--- config.mk ---
export PLATFORM = sky130hd
export DESIGN_NAME = addr_latch8
export DESIGN_NICKNAME = d
export VERILOG_FILES = /design/src/rtl/addr_latch_pkg.sv /design/src/rtl/al_mode_dec.sv /design/src/rtl/al_addr_dec.sv /design/src/rtl/al_bit_next.sv /design/src/rtl/addr_latch8.sv
export SDC_FILE = /design/constraint.sdc
export NUM_CORES = 1
export LEC_CHECK = 0
export ABC_AREA = 1
export BUFFER_PORTS_ARGS = -buffer_cell sky130_fd_sc_hd__buf_2
export CORE_AREA = 4 4 41 43
export CTS_CLUSTER_SIZE = 10
export DETAILED_ROUTE_END_ITERATION = 16
export DIE_AREA = 0 0 45 47
export GPL_TIMING_DRIVEN = 0
export HOLD_SLACK_MARGIN = 0.15
export PLACE_DENSITY_LB_ADDON = 0.08
export SLEW_MARGIN = 20
export SYNTH_ARGS = -nofsm -noshare
export SYNTH_HDL_FRONTEND = slang
export SYNTH_SLANG_ARGS = --single-unit
--- constraint.sdc ---
create_clock -name clk -period 0.8 [get_ports clk]
set_input_delay 0.04 -clock clk [delete_from_list [all_inputs] [get_ports clk]]
set_output_delay 0.04 -clock clk [all_outputs]
set_load 0.05 [all_outputs]
--- src/rtl/addr_latch_pkg.sv ---
package addr_latch_pkg;

    // Encoding is {en_n, clr_n} as sampled at the clock edge
    typedef enum logic [1:0] {
        MODE_DEMUX = 2'b00,
        MODE_WRITE = 2'b01,
        MODE_WIPE  = 2'b10,
        MODE_HOLD  = 2'b11
    } latch_mode_e;

endpackage

--- src/rtl/al_mode_dec.sv ---
module al_mode_dec
    import addr_latch_pkg::*;
(
    input  logic        en_n,
    input  logic        clr_n,
    output latch_mode_e mode
);

    always_comb begin
        unique case ({en_n, clr_n})
            2'b00:   mode = MODE_DEMUX;
            2'b01:   mode = MODE_WRITE;
            2'b10:   mode = MODE_WIPE;
            default: mode = MODE_HOLD;
        endcase
    end

endmodule

--- src/rtl/al_addr_dec.sv ---
module al_addr_dec #(
    parameter int NBITS = 8,
    parameter int AW    = 3
) (
    input  logic [AW-1:0]    addr,
    output logic [NBITS-1:0] sel
);

    always_comb begin
        sel = '0;
        for (int i = 0; i < NBITS; i++) begin
            if (addr == AW'(i)) sel[i] = 1'b1;
        end
    end

endmodule

--- src/rtl/al_bit_next.sv ---
module al_bit_next
    import addr_latch_pkg::*;
(
    input  latch_mode_e mode,
    input  logic        sel,
    input  logic        d,
    input  logic        cur,
    output logic        nxt
);

    always_comb begin
        unique case (mode)
            MODE_WRITE: nxt = sel ? d : cur;
            MODE_HOLD:  nxt = cur;
            MODE_WIPE:  nxt = 1'b0;
            MODE_DEMUX: nxt = sel & d;
            default:    nxt = cur;
        endcase
    end

endmodule

--- src/rtl/addr_latch8.sv ---
module addr_latch8
    import addr_latch_pkg::*;
#(
    parameter  int NBITS = 8,
    localparam int AW    = (NBITS > 1) ? $clog2(NBITS) : 1
) (
    input  logic             clk,
    input  logic             rst,
    input  logic             en_n,
    input  logic             clr_n,
    input  logic [AW-1:0]    addr,
    input  logic             d,
    output logic [NBITS-1:0] q
);

    typedef struct packed {
        logic [NBITS-1:0] bits;
    } latch_state_t;

    latch_state_t state_d, state_q;
    latch_mode_e  mode;
    logic [NBITS-1:0] sel;
    logic [NBITS-1:0] bits_nxt;

    al_mode_dec u_mode (
        .en_n  (en_n),
        .clr_n (clr_n),
        .mode  (mode)
    );

    al_addr_dec #(.NBITS(NBITS), .AW(AW)) u_addr (
        .addr (addr),
        .sel  (sel)
    );

    for (genvar i = 0; i < NBITS; i++) begin : g_slice
        al_bit_next u_bit (
            .mode (mode),
            .sel  (sel[i]),
            .d    (d),
            .cur  (state_q.bits[i]),
            .nxt  (bits_nxt[i])
        );
    end

    always_comb begin
        state_d = state_q;
        if (rst) begin
            state_d.bits = '0;
        end else begin
            state_d.bits = bits_nxt;
        end
    end

    always_ff @(posedge clk) begin
        state_q <= state_d;
    end

    assign q = state_q.bits;


    write_target_chk: assert property (@(posedge clk) disable iff (rst)
        (!en_n && clr_n) |=> (q[$past(addr)] == $past(d)));


    write_single_bit_chk: assert property (@(posedge clk) disable iff (rst)
        (!en_n && clr_n) |=> ($countones(q ^ $past(q)) <= 1));


    hold_stable_chk: assert property (@(posedge clk) disable iff (rst)
        (en_n && clr_n) |=> $stable(q));


    wipe_zero_chk: assert property (@(posedge clk) disable iff (rst)
        (en_n && !clr_n) |=> (q == '0));


    demux_onehot_chk: assert property (@(posedge clk) disable iff (rst)
        (!en_n && !clr_n) |=> ($onehot0(q) && (q[$past(addr)] == $past(d))));

endmodule

==> summary.md <==
| Metric | Value |
|---|---|
| Post-layout util | `0.5048` |
| # IOs | `16` |
| Die Y | `47 um` |
| Synth Warn # | `0` |
| # setup viols final | `1` |
| DRC | `0` |
| CTS sink count | `8` |
| Fin cells | `97` |
| Worst-path clk slew | `0.06 ns` |
| Worst setup EP type | `primary output` |
| Global placement routability congestion | `0.6978` |
| P per Cell Area | `1399 nW/um2` |
| GRT Util Overall | `0.1209` |
| Slew at the pin with the worst max-slew slack | `0.2762 ns` |
| H-tree depth | `1` |
| Antenna cell count | `0` |
| Std-Cell Rows | `13` |
| Post-synth top area share | `0.3249` |
| Final clock skew | `0 ns` |
| DR iter-0 viols | `9` |
| Worst min path class | `input port to flop` |
| Commonest cells after routing, fill and taps aside | `nand2_1, nor2_1, nand3_1, buf_8, dfxtp_2` |
| Unrepaired setup endpoints after global routing | `yes` |
| Critical setup path kind | `flop to primary output` |
| Final min period | `0.8541 ns` |
| Largest net degree at the start of global routing | `9` |
| CTS Buf Count | `3` |
| Slew HR | `0.8152` |
| Starting Density | `0.3788` |
| Core Region | `1301 um2` |
| Max Cap Violations | `0` |
| Most common cell after layout, fill and taps aside | `nand2_1` |
| Via density | `4.577` |
| Total grt overflow | `0` |
| Fill count | `140` |
| Die area | `2115 um2` |
| Chain of cells forming the critical path | `buf_6 > buf_8` |
| Post-DRT Antenna Nets | `0` |
| Synth area leaders | `dfxtp_1, nand2_1, buf_4, a21boi_1, nor2_4` |
| Fmax | `1171 MHz` |
| Initial antenna violation count | `0` |
| VDD IR-drop max | `0.7277 mV` |
| DRT Wirelength | `986 um` |
| CP arrival | `0.81 ns` |
| Via count | `444` |
| Syn_nets | `79` |
| Tcrit/Tclk final | `1.068` |
| Die W | `45 um` |
| Clock Latency Late Sink | `0.25 ns` |
| I/O Buffers | `14` |
| Mapped Area | `493.0 um2` |
| Leak pwr | `0.3101 nW` |
| CTS tree | `done` |
| Element type at the critical path start | `flop` |
| Number of flip-flops in the largest register | `8` |
| Detailed-route wire length per cell | `10.16 um` |
| Final WS setup | `-0.05407 ns` |
| Cell count after synthesis | `71` |
| Delay-heaviest family, CP | `flip-flops` |
| First-pass GRT wire length | `1.766 mm` |
| Fin. Hold Viols | `0` |
| Placed cell count | `100` |
| Sequential area share after synthesis | `0.3249` |
| Vias in the first global route | `416` |
| WP buf/inv | `2` |
| Area grow syn2layout | `33.25%` |
| Avg Inst Size Synth | `6.943 um2` |
| Share of post-route cells with drive strength above 1 | `0.4390` |
| Cell variety after synth | `12` |
| CP max-delay cell | `dfxtp_2` |
| Crit path largest cell delay | `0.32 ns` |
| Failing checks | `setup timing` |
| DR pass1 iterations | `4` |
| Status | `finished with violations` |
| WP data required | `0.76 ns` |
| Nets | `92` |
| FF+latch count, synth | `8` |
| Pre-CTS setup slack | `0.08208 ns` |
| Dpl hpwl | `713.6 um` |
| Yosys top cell by area | `dfxtp_1` |
| Clock Tree Buf Depth | `2` |
| Clock root cell | `clkbuf_4` |
| Slew Viols, Final | `0` |
| Crit-path max FO | `2` |
| Min Hold Slack | `0.1294 ns` |
## where the power goes
group          leakage, nW  internal (mW)  total [mW]  switching (mW)
Clock               0.0138          0.172       0.314           0.142
Combinational        0.228         0.0701       0.187           0.117
Sequential          0.0687          0.410       0.418         0.00768
Total                0.310          0.652       0.919           0.267
## cell type report
class,instances,area (um2),share of cell area
Buffer,2,16.27,0.02476
Clock buffer,3,22.52,0.03429
Inverter,8,30.03,0.04571
Multi-Input combinational cell,46,241.5,0.3676
Sequential cell,8,170.2,0.2590
Tap cell,15,18.77,0.02857
Timing Repair Buffer,15,157.7,0.2400
## worst paths after layout
check / startpoint / endpoint / slack (ns) / cells past startpoint
worst min-delay path: rst / q[1] / 0.13 / 4
worst min register to register: q[5] / q[5] / 0.59 / 4
worst max register to register: q[4] / q[4] / 0.02 / 4
worst max-delay path: q[4] / q[4] / -0.05 / 2
## Yosys cell counts
library cell,number
a21boi_1,6
a21oi_1,2
buf_2,1
buf_4,8
clkinv_1,1
dfxtp_1,8
inv_1,4
inv_2,3
nand2_1,17
nand3_1,8
nor2_1,9
nor2_4,4
## what timing repair did
item | CTS | global route
pin swaps | 0 | 1
endpoints found under the setup margin | 8 | 7
setup buffers | 1 | 0
gates resized for setup | 33 | 1
hold endpoints to repair | 8 | 1
gates cloned | 0 | 0
## tightest hold or removal path: stages
cell and delay (ns):
buf_2 0.07, inv_1 0.11, nand2_1 0.10, nor2_1 0.03
## metal layers
layer / routed length (um) / global-route usage / vias up
li1: - / - / 237
met1: 447 / 0.1545 / 192
met2: 451 / 0.1723 / 12
met3: 64 / 0.03448 / 3
met4: 23 / 0.08772 / 0
met5: 0 / 0 / -
## logic make-up after synthesis
group	share of synthesized area
DFF	0.3249
and+or+nand+nor	0.3705
buffers and inverters	0.1929
AOI/OAI and AO/OA	0.1117
## through the flow
stage | cell area (um2) | power [mW] | TNS [ns]
after floorplan | 493.0 | 0.5453 | 0
after global placement | 581.8 | 0.5949 | 0
after CTS | 653.1 | 0.9322 | -0.06238
after global routing | 656.9 | 0.9728 | -0.1422
final | 656.9 | 0.9189 | -0.05407
after detailed placement | 581.8 | 0.5965 | 0
Power figures use the tool's default switching activity.
